[src/rtl/spi_eeprom_pkg.sv]
package spi_eeprom_pkg;
  localparam logic [7:0] OP_WREN  = 8'h06;
  localparam logic [7:0] OP_WRITE = 8'h02;
  localparam logic [7:0] OP_READ  = 8'h03;
  localparam logic [7:0] DUMMY    = 8'h00;

  typedef enum logic [1:0] {S_IDLE, S_XFER, S_GAP, S_WCYC} state_e;
  typedef enum logic [1:0] {F_WREN, F_WRITE, F_READ} frame_e;
endpackage

[src/rtl/spi_eeprom_shifter.sv]
module spi_eeprom_shifter #(
  parameter int HALF_CLKS = 4
) (
  input  logic       clk_i,
  input  logic       rst_ni,
  input  logic       go_i,
  input  logic [7:0] tx_i,
  input  logic       miso_i,
  output logic       sclk_o,
  output logic       mosi_o,
  output logic [7:0] rx_o,
  output logic       done_o
);
  localparam int CW = (HALF_CLKS > 1) ? $clog2(HALF_CLKS) : 1;

  logic          active_q, sclk_q, done_q;
  logic [CW-1:0] half_cnt_q;
  logic [2:0]    bit_cnt_q;
  logic [7:0]    sh_q, rx_q;
  logic          half_last;

  assign half_last = (half_cnt_q == CW'(HALF_CLKS - 1));

  always_ff @(posedge clk_i or negedge rst_ni) begin
    if (!rst_ni) begin
      active_q   <= 1'b0;
      sclk_q     <= 1'b0;
      done_q     <= 1'b0;
      half_cnt_q <= '0;
      bit_cnt_q  <= '0;
      sh_q       <= '0;
      rx_q       <= '0;
    end else begin
      done_q <= 1'b0;
      if (go_i && !active_q) begin
        active_q   <= 1'b1;
        sh_q       <= tx_i;
        half_cnt_q <= '0;
        bit_cnt_q  <= '0;
        sclk_q     <= 1'b0;
      end else if (active_q) begin
        if (half_last) begin
          half_cnt_q <= '0;
          if (!sclk_q) begin
            // rising edge: capture slave bit
            sclk_q <= 1'b1;
            rx_q   <= {rx_q[6:0], miso_i};
          end else begin
            // falling edge: advance to next bit
            sclk_q <= 1'b0;
            if (bit_cnt_q == 3'd7) begin
              active_q <= 1'b0;
              done_q   <= 1'b1;
            end else begin
              bit_cnt_q <= bit_cnt_q + 3'd1;
              sh_q      <= {sh_q[6:0], 1'b0};
            end
          end
        end else begin
          half_cnt_q <= half_cnt_q + CW'(1);
        end
      end
    end
  end

  assign sclk_o = sclk_q;
  assign mosi_o = sh_q[7];
  assign rx_o   = rx_q;
  assign done_o = done_q;
endmodule

[src/rtl/spi_eeprom_timer.sv]
module spi_eeprom_timer #(
  parameter int LOAD_VAL = 8
) (
  input  logic clk_i,
  input  logic rst_ni,
  input  logic load_i,
  output logic expired_o
);
  localparam int W = (LOAD_VAL > 0) ? $clog2(LOAD_VAL + 1) : 1;

  logic [W-1:0] cnt_q;

  always_ff @(posedge clk_i or negedge rst_ni) begin
    if (!rst_ni)            cnt_q <= '0;
    else if (load_i)        cnt_q <= W'(LOAD_VAL);
    else if (cnt_q != '0)   cnt_q <= cnt_q - W'(1);
  end

  assign expired_o = (cnt_q == '0);
endmodule

[src/rtl/spi_eeprom_seq.sv]
module spi_eeprom_seq
  import spi_eeprom_pkg::*;
#(
  parameter int HALF_CLKS     = 4,
  parameter int CS_GAP_CLKS   = 8,
  parameter int WR_CYCLE_CLKS = 250000
) (
  input  logic       clk_i,
  input  logic       rst_ni,
  input  logic       start_i,
  input  logic       rw_i,
  input  logic [7:0] addr_i,
  input  logic [7:0] wdata_i,
  output logic       busy_o,
  output logic       done_o,
  output logic [7:0] rdata_o,
  output logic       sclk_o,
  output logic       cs_no,
  output logic       mosi_o,
  input  logic       miso_i
);
  state_e     state_q;
  frame_e     frame_q;
  logic [1:0] idx_q;
  logic       go_q, cs_n_q, done_q;
  logic [7:0] addr_q, wdata_q, rdata_q;
  logic [7:0] tx_byte, rx_byte;
  logic       byte_done, last_byte, frame_end;
  logic       gap_load, gap_expired, wc_load, wc_expired;

  always_comb begin
    tx_byte = DUMMY;
    unique case (frame_q)
      F_WREN:  tx_byte = OP_WREN;
      F_WRITE: tx_byte = (idx_q == 2'd0) ? OP_WRITE :
                         (idx_q == 2'd1) ? addr_q : wdata_q;
      F_READ:  tx_byte = (idx_q == 2'd0) ? OP_READ :
                         (idx_q == 2'd1) ? addr_q : DUMMY;
      default: tx_byte = DUMMY;
    endcase
  end

  assign last_byte = (frame_q == F_WREN) || (idx_q == 2'd2);
  assign frame_end = (state_q == S_XFER) && byte_done && last_byte;
  assign gap_load  = frame_end && (frame_q != F_WRITE);
  assign wc_load   = frame_end && (frame_q == F_WRITE);

  spi_eeprom_shifter #(.HALF_CLKS(HALF_CLKS)) i_shifter (
    .clk_i  (clk_i),
    .rst_ni (rst_ni),
    .go_i   (go_q),
    .tx_i   (tx_byte),
    .miso_i (miso_i),
    .sclk_o (sclk_o),
    .mosi_o (mosi_o),
    .rx_o   (rx_byte),
    .done_o (byte_done)
  );

  spi_eeprom_timer #(.LOAD_VAL(CS_GAP_CLKS)) i_gap_timer (
    .clk_i     (clk_i),
    .rst_ni    (rst_ni),
    .load_i    (gap_load),
    .expired_o (gap_expired)
  );

  spi_eeprom_timer #(.LOAD_VAL(WR_CYCLE_CLKS)) i_wcyc_timer (
    .clk_i     (clk_i),
    .rst_ni    (rst_ni),
    .load_i    (wc_load),
    .expired_o (wc_expired)
  );

  always_ff @(posedge clk_i or negedge rst_ni) begin
    if (!rst_ni) begin
      state_q <= S_IDLE;
      frame_q <= F_WREN;
      idx_q   <= '0;
      go_q    <= 1'b0;
      cs_n_q  <= 1'b1;
      done_q  <= 1'b0;
      addr_q  <= '0;
      wdata_q <= '0;
      rdata_q <= '0;
    end else begin
      go_q   <= 1'b0;
      done_q <= 1'b0;
      unique case (state_q)
        S_IDLE: if (start_i) begin
          addr_q  <= addr_i;
          wdata_q <= wdata_i;
          frame_q <= rw_i ? F_READ : F_WREN;
          idx_q   <= '0;
          cs_n_q  <= 1'b0;
          go_q    <= 1'b1;
          state_q <= S_XFER;
        end
        S_XFER: if (byte_done) begin
          if (last_byte) begin
            cs_n_q <= 1'b1;
            if (frame_q == F_READ) rdata_q <= rx_byte;
            state_q <= (frame_q == F_WRITE) ? S_WCYC : S_GAP;
          end else begin
            idx_q <= idx_q + 2'd1;
            go_q  <= 1'b1;
          end
        end
        S_GAP: if (gap_expired) begin
          if (frame_q == F_WREN) begin
            frame_q <= F_WRITE;
            idx_q   <= '0;
            cs_n_q  <= 1'b0;
            go_q    <= 1'b1;
            state_q <= S_XFER;
          end else begin
            done_q  <= 1'b1;
            state_q <= S_IDLE;
          end
        end
        S_WCYC: if (wc_expired) begin
          done_q  <= 1'b1;
          state_q <= S_IDLE;
        end
        default: state_q <= S_IDLE;
      endcase
    end
  end

  assign busy_o  = (state_q != S_IDLE);
  assign done_o  = done_q;
  assign rdata_o = rdata_q;
  assign cs_no   = cs_n_q;
endmodule

[config.mk]
export PLATFORM = sky130hd
export DESIGN_NAME = spi_eeprom_seq
export DESIGN_NICKNAME = d
export VERILOG_FILES = /design/src/rtl/spi_eeprom_pkg.sv /design/src/rtl/spi_eeprom_shifter.sv /design/src/rtl/spi_eeprom_timer.sv /design/src/rtl/spi_eeprom_seq.sv
export SDC_FILE = /design/constraint.sdc
export NUM_CORES = 1
export LEC_CHECK = 0
export ABC_AREA = 0
export BUFFER_PORTS_ARGS = -buffer_cell sky130_fd_sc_hd__buf_4
export CORE_MARGIN = 2
export CORE_UTILIZATION = 35
export CTS_CLUSTER_DIAMETER = 150
export DETAILED_ROUTE_END_ITERATION = 6
export GPL_ROUTABILITY_DRIVEN = 0
export PLACE_DENSITY_LB_ADDON = 0.2
export SYNTH_ARGS = -nofsm -noshare
export SYNTH_HDL_FRONTEND = slang
export SYNTH_SLANG_ARGS = --single-unit
[constraint.sdc]
create_clock -name clk_i -period 3.2 [get_ports clk_i]
set_input_delay 0.16 -clock clk_i [delete_from_list [all_inputs] [get_ports clk_i]]
set_output_delay 0.16 -clock clk_i [all_outputs]
set_load 0.02 [all_outputs]
# Word level (Yosys, flattened, before mapping)
# Cells that the tools add are included.
# Widths: inputs -> output; s select.
[op_classes] add_sub_neg=5 n_eq_ne=18 muxes=71 bitwise_logic=2 n_reduce_logical=31
[op_table] operator="$mux 8" count=9
[op_table] operator="$mux 18" count=2
[op_table] operator="$mux 2" count=17
[op_table] operator="$mux 1" count=29
[op_table] operator="$pmux 8 s3" count=1
[op_table] operator="$logic_not 18->1" count=1
[op_table] operator="$reduce_bool 18->1" count=1
[op_table] operator="$sub 18x1->18 const B" count=1
[op_table] operator="$reduce_and 4->1" count=4
[op_table] operator="$mux 3" count=5
[op_table] operator="$reduce_bool 2->1" count=7
[op_table] operator="$reduce_and 6->1" count=2
[op_table] operator="$eq 2x2->1 const B" count=5
[op_table] operator="$ne 2x2->1 const B" count=5
[op_table] operator="$mux 4" count=2
[op_table] operator="$ne 2x1->1 const B" count=4
[op_table] operator="$pmux 2 s4" count=1
[op_table] operator="$eq 2x1->1 const B" count=3
[op_table] operator="$logic_not 2->1" count=3
[op_table] operator="$pmux 1 s3" count=2
[op_table] operator="$pmux 2 s3" count=1
[op_table] operator="$logic_and 1x1->1" count=5
[op_table] operator="$reduce_and 5->1" count=1
[op_table] operator="$add 2x1->2 const B" count=2
[op_table] operator="12 further kinds" count=14
[totals] register_bits=79 input_bits=21 out_inout_bits=13 elab_cells=145

# Depth between registers and ports, before layout
[depth] word_depth=6 mapped_depth=8

# Cells and area by module
# A second synthesis with hierarchy kept.
[unflattened] cells_unflattened=358 hier_area_um2=4085.2
[modules_own_cells] mod="spi_eeprom_seq" n_inst=1 cells_each=145 area_per_inst_um2=1700.4
[modules_own_cells] mod="spi_eeprom_timer at i_wcyc_timer" n_inst=1 cells_each=112 area_per_inst_um2=1131.1
[modules_own_cells] mod="spi_eeprom_shifter" n_inst=1 cells_each=80 area_per_inst_um2=1034.7
[modules_own_cells] mod="spi_eeprom_timer at i_gap_timer" n_inst=1 cells_each=21 area_per_inst_um2=219.0

# Least setup slack after synthesis
# Ideal clock, no wire load.
[synth_timing] path_type="register -> register" startpoint="register i_wcyc_timer.cnt_q[0]" endpoint="register i_wcyc_timer.cnt_q[14]" setup_time_ns=0.121 arrival_ns=1.875 t_required_ns=3.079 slack_ns=1.204 path_stages_with_launch=9 cell_sequence="dfrtp_1 -> inv_1 -> ha_1 -> or4b_1 -> nor2_2 -> buf_4 -> nor4bb_2 -> xnor2_1 -> nand2_1"
[synth_between] elab_chain_cells=3
[synth_lines] item="start, declared" line_no="spi_eeprom_timer.sv:11" source="logic [W-1:0] cnt_q;"
[synth_lines] item="start signal, assigned" line_no="spi_eeprom_timer.sv:15" source="else if (load_i) cnt_q <= W'(LOAD_VAL);"
[synth_lines] item="start signal, assigned" line_no="spi_eeprom_timer.sv:16" source="else if (cnt_q != '0) cnt_q <= cnt_q - W'(1);"
[synth_lines] item="$sub 18x1->18" line_no="spi_eeprom_timer.sv:16"
[synth_lines] item="$mux 18" line_no="spi_eeprom_timer.sv:16"
[synth_lines] item="$mux 18" line_no="spi_eeprom_timer.sv:15"
# Several ways; a longest one is shown, not always the timed one. The select of a mux whose other input is x is not followed.
# A chain may end at the register's enable or synchronous reset.

# Worst setup path after layout
[layout_timing] startpoint="register i_wcyc_timer.cnt_q[10]" endpoint="register state_q[1]"
[layout_between] elab_chain_cells=3
[layout_lines] item="$logic_not 18->1" line_no="spi_eeprom_timer.sv:19" source="assign expired_o = (cnt_q == '0);"
[layout_lines] item="$ne 2x1->1 (no source line)"
[layout_lines] item="$reduce_and 5->1 (no source line)"
[layout_lines] item="end signal, assigned" line_no="spi_eeprom_seq.sv:102" source="state_q <= (frame_q == F_WRITE) ? S_WCYC : S_GAP;"
[layout_lines] item="end, declared" line_no="spi_eeprom_seq.sv:22" source="state_e state_q;"
# No other way between the ends.

==> results.py <==
metrics = {
    "grt": {
        "grt_usage_pct": 12.9,
        "antenna_found_initial": 0,
        "grt_max_degree": 80,
        "grt_overflow": 0,
        "grt_pass1_vias": 2529,
        "grt_pass1_wl_microns": 11700,
    },
    "routing": {
        "detail-route-antenna-nets": 0,
        "drc": 0,
        "via_count": 2450,
        "drtIter0Drc": 108,
        "totalWireLength_microns": 6630,
        "wire_per_inst_microns": 13.3,
        "drt_pass1_iterations": 5,
        "vias_per_cell": 4.91,
    },
    "synth": {
        "ys_ff_latch": 79,
        "synth.distinct_cells": 52,
        "synth_edf_count": 0,
        "synthesis.area_sq_um": 3710,
        "syn_area_per_cell_sq_um": 11.5,
        "synth.top_cell.area_share_pct": 52.6,
        "ys_seq_area_share_pct": 53.4,
        "netlist_top_cells_area": "dfrtp_1 53%, mux2_2 12%, nor2_1 4.0%, xnor2_1 3.5%, ha_1 2.7%",
        "syn_nets": 352,
        "synth_ff_type": "dfrtp_1",
        "ys_warn_count": 0,
        "syn_inst": 323,
        "yosys.area.top_type": "dfrtp_1",
        "async_flop_share_pct": 100,
    },
    "clock_network": {
        "cts.sinks": 79,
        "cts-root-buf": "clkbuf_8",
        "ctsHoldBuffers": 0,
        "clk_path_buf_depth": 2,
        "clk_pin_slew_ns": 0.08,
        "htreeDepth": 3,
        "insertion_delay_ns": 0.36,
        "post_cts_resized": 0,
        "cts_tree": "done",
        "numCtsBuffers": 9,
        "post_cts_buffers": 0,
    },
    "placement": {
        "hpwl_microns": 4530,
        "dp_cells": 483,
        "placed_area_sq_um": 4090,
        "portBuffers": 33,
    },
    "sta": {
        "fin_hold_ws_ns": -0.0475,
        "period_minus_slack_ns": 2.32,
        "finalSetupViolations": 0,
        "rsz0062_at_grt": "false",
        "period_share_pct": 72.4,
        "finClkSkew_ns": 0.0150,
        "timing.setup.tns_ns": 0,
        "max_slew_margin_pct": 34.3,
        "fmax_mhz": 432,
        "slew_violations": 0,
        "hold_violations": 51,
        "worst_slew_pin_slew_ns": 0.985,
    },
    "power_and_ir_drop": {
        "p_int_mw": 1.68,
        "power_frac_clock_pct": 32.3,
        "power_leakage_nw": 2.02,
        "power_density_nw_per_um2": 534,
        "pwr-share-seq_pct": 52.6,
        "p_switching_mw": 0.603,
        "swShare_pct": 26.4,
        "ir_worst_vdd_v": 0.000240,
        "comb_power_share_pct": 15.1,
    },
    "floorplanning": {
        "rows": 37,
        "dieWidth_microns": 107,
        "die_area_sq_um": 11400,
        "start_util_pct": 35.9,
        "die_h_microns": 107,
        "coreArea_sq_um": 10300,
        "pin_count": 34,
    },
    "run_status": {
        "status": "finished, violations left",
        "violations": "negative hold slack",
    },
    "layout": {
        "drive_above_1_share_pct": 27.8,
        "final_cell_mix": "78 x dfrtp_1, 40 x nor2_1, 39 x mux2_2",
        "fillerInstances": 1015,
        "fin_area_sq_um": 4280,
        "syn_to_final_growth_pct": 15.6,
        "diodes": 0,
        "fin_cells": 499,
        "nets": 387,
        "final_common_cell": "dfrtp_1",
    },
    "critical_path": {
        "crit_type": "flip-flop to flip-flop",
        "worst_r2r_endpoint": "state_q[1]",
        "crit_arrival_ns": 2.56,
        "critPathMaxFanout": 14,
        "start_kind": "flip-flop",
        "crit_path_end_kind": "flip-flop",
        "rrSetupSlack_ns": 0.88,
        "rr_startpoint": "i_wcyc_timer.cnt_q[10]",
        "rr_worst_depth": 5,
        "required_ns": 3.44,
        "endpoint": "state_q[1]",
        "startpoint": "i_wcyc_timer.cnt_q[10]",
    },
    "flow_run": {
        "drv_cap": 0,
    },
    "hold_path": {
        "hp-class": "input pin to async pin",
    },
}
## critical path: stages, from the launching register on
cell and delay [ns]:
dfrtp_1 0.42, or4_4 0.56, nor4_4 0.66, and2_4 0.30, nand2_2 0.06, a31o_1 0.21
## sequential cells by signal (all words and copies together), names as in the netlist, 2 cells and up
register              count
rdata_o                   8
state_q                   2
i_shifter.rx_o            8
frame_q                   2
i_gap_timer.cnt_q         4
i_shifter.sh_q            8
i_wcyc_timer.cnt_q       18
idx_q                     2
wdata_q                   8
i_shifter.half_cnt_q      2
i_shifter.bit_cnt_q       3
addr_q                    8
## stage by stage
| step | hold WS [ns] | util (%) | setup WS [ns] | total power, mW |
|---|---|---|---|---|
| 2_1_floorplan | -0.136 | - | 1.20 | 1.47 |
| 3_3_place_gp | 0.393 | 39.6 | 0.941 | 1.57 |
| 3_5_place_dp | 0.397 | 39.6 | 0.901 | 1.57 |
| 4_1_cts | 0.00331 | 41.5 | 0.893 | 2.34 |
| 5_1_grt | 0.00905 | 41.5 | 0.717 | 2.44 |
| 6_report | -0.0475 | 41.5 | 0.884 | 2.29 |
## area by class of cell
class / count / area (sq um) / area share [%]
flip-flops and latches: 79 / 1980 / 46.2
multi-input cells: 226 / 1650 / 38.5
repair buffers: 35 / 263 / 6.13
well taps: 136 / 170 / 3.97
clock buffers: 10 / 128 / 2.98
clock inverters: 6 / 70.1 / 1.64
inverters: 7 / 26.3 / 0.613
## kinds of logic (layout without fill, tap and decap cells)
| family | after synthesis | in the layout | share of synthesized area (%) |
|---|---|---|---|
| adder cells (fa/ha/maj) | 8 | 8 | 2.70 |
| flip-flops | 79 | 79 | 53.4 |
| XOR/XNOR | 17 | 17 | 4.02 |
| multiplexers | 44 | 44 | 13.2 |
| AO/OA/AOI/OAI | 53 | 53 | 9.42 |
| AND/OR/NAND/NOR | 104 | 104 | 15.2 |
| buffers and inverters | 18 | 58 | 2.16 |
## power groups by stage
stage	Combinational, mW	Sequential (mW)	Clock [mW]
after global routing	0.393	1.22	0.821
after floorplan	0.286	1.18	0
final	0.345	1.20	0.740
after CTS	0.353	1.20	0.779
after global placement	0.346	1.22	0
after detailed placement	0.351	1.22	0
## worst min path at each step
stage | startpoint | end | slack [ns] | depth (start not counted)
2_1_floorplan | rst_ni | addr_q[0] | -0.14 | 0
3_3_place_gp | wdata_i[2] | wdata_q[2] | 0.39 | 2
3_5_place_dp | rst_ni | i_wcyc_timer.cnt_q[10] | 0.40 | 1
4_1_cts | rst_ni | i_wcyc_timer.cnt_q[10] | 0.003 | 1
5_1_grt | addr_i[5] | addr_q[5] | 0.009 | 2
6_report | rst_ni | i_wcyc_timer.cnt_q[9] | -0.05 | 1
## cells in the mapped netlist, drive strengths merged (2+ instances only)
library cell	n
dfrtp	78
nor2	41
mux2	39
nand2	20
xnor2	15
a21oi	14
o21ai	11
a211oi	8
clkbuf	8
ha	8
inv	7
nand2b	6
nor2b	6
mux2i	5
nor3	5
a2111oi	4
a22o	3
buf	3
nand3	3
nor3b	3
nor4	3
or4	3
a211o	2
a21boi	2
a31oi	2
nand3b	2
nand4b	2
o22ai	2
or2	2
or3	2
xor2	2
## routing by layer
| metal | vias to the layer above | GRT usage (%) | wire length [microns] |
|---|---|---|---|
| met3 | 7 | 3.83 | 281 |
| met4 | 0 | 5.29 | 87 |
| met1 | 1185 | 17.1 | 3280 |
| met2 | 45 | 19.7 | 2980 |
| met5 | - | 0 | 0 |
| li1 | 1213 | - | - |
No activity file was read; power rests on OpenSTA's default activity.
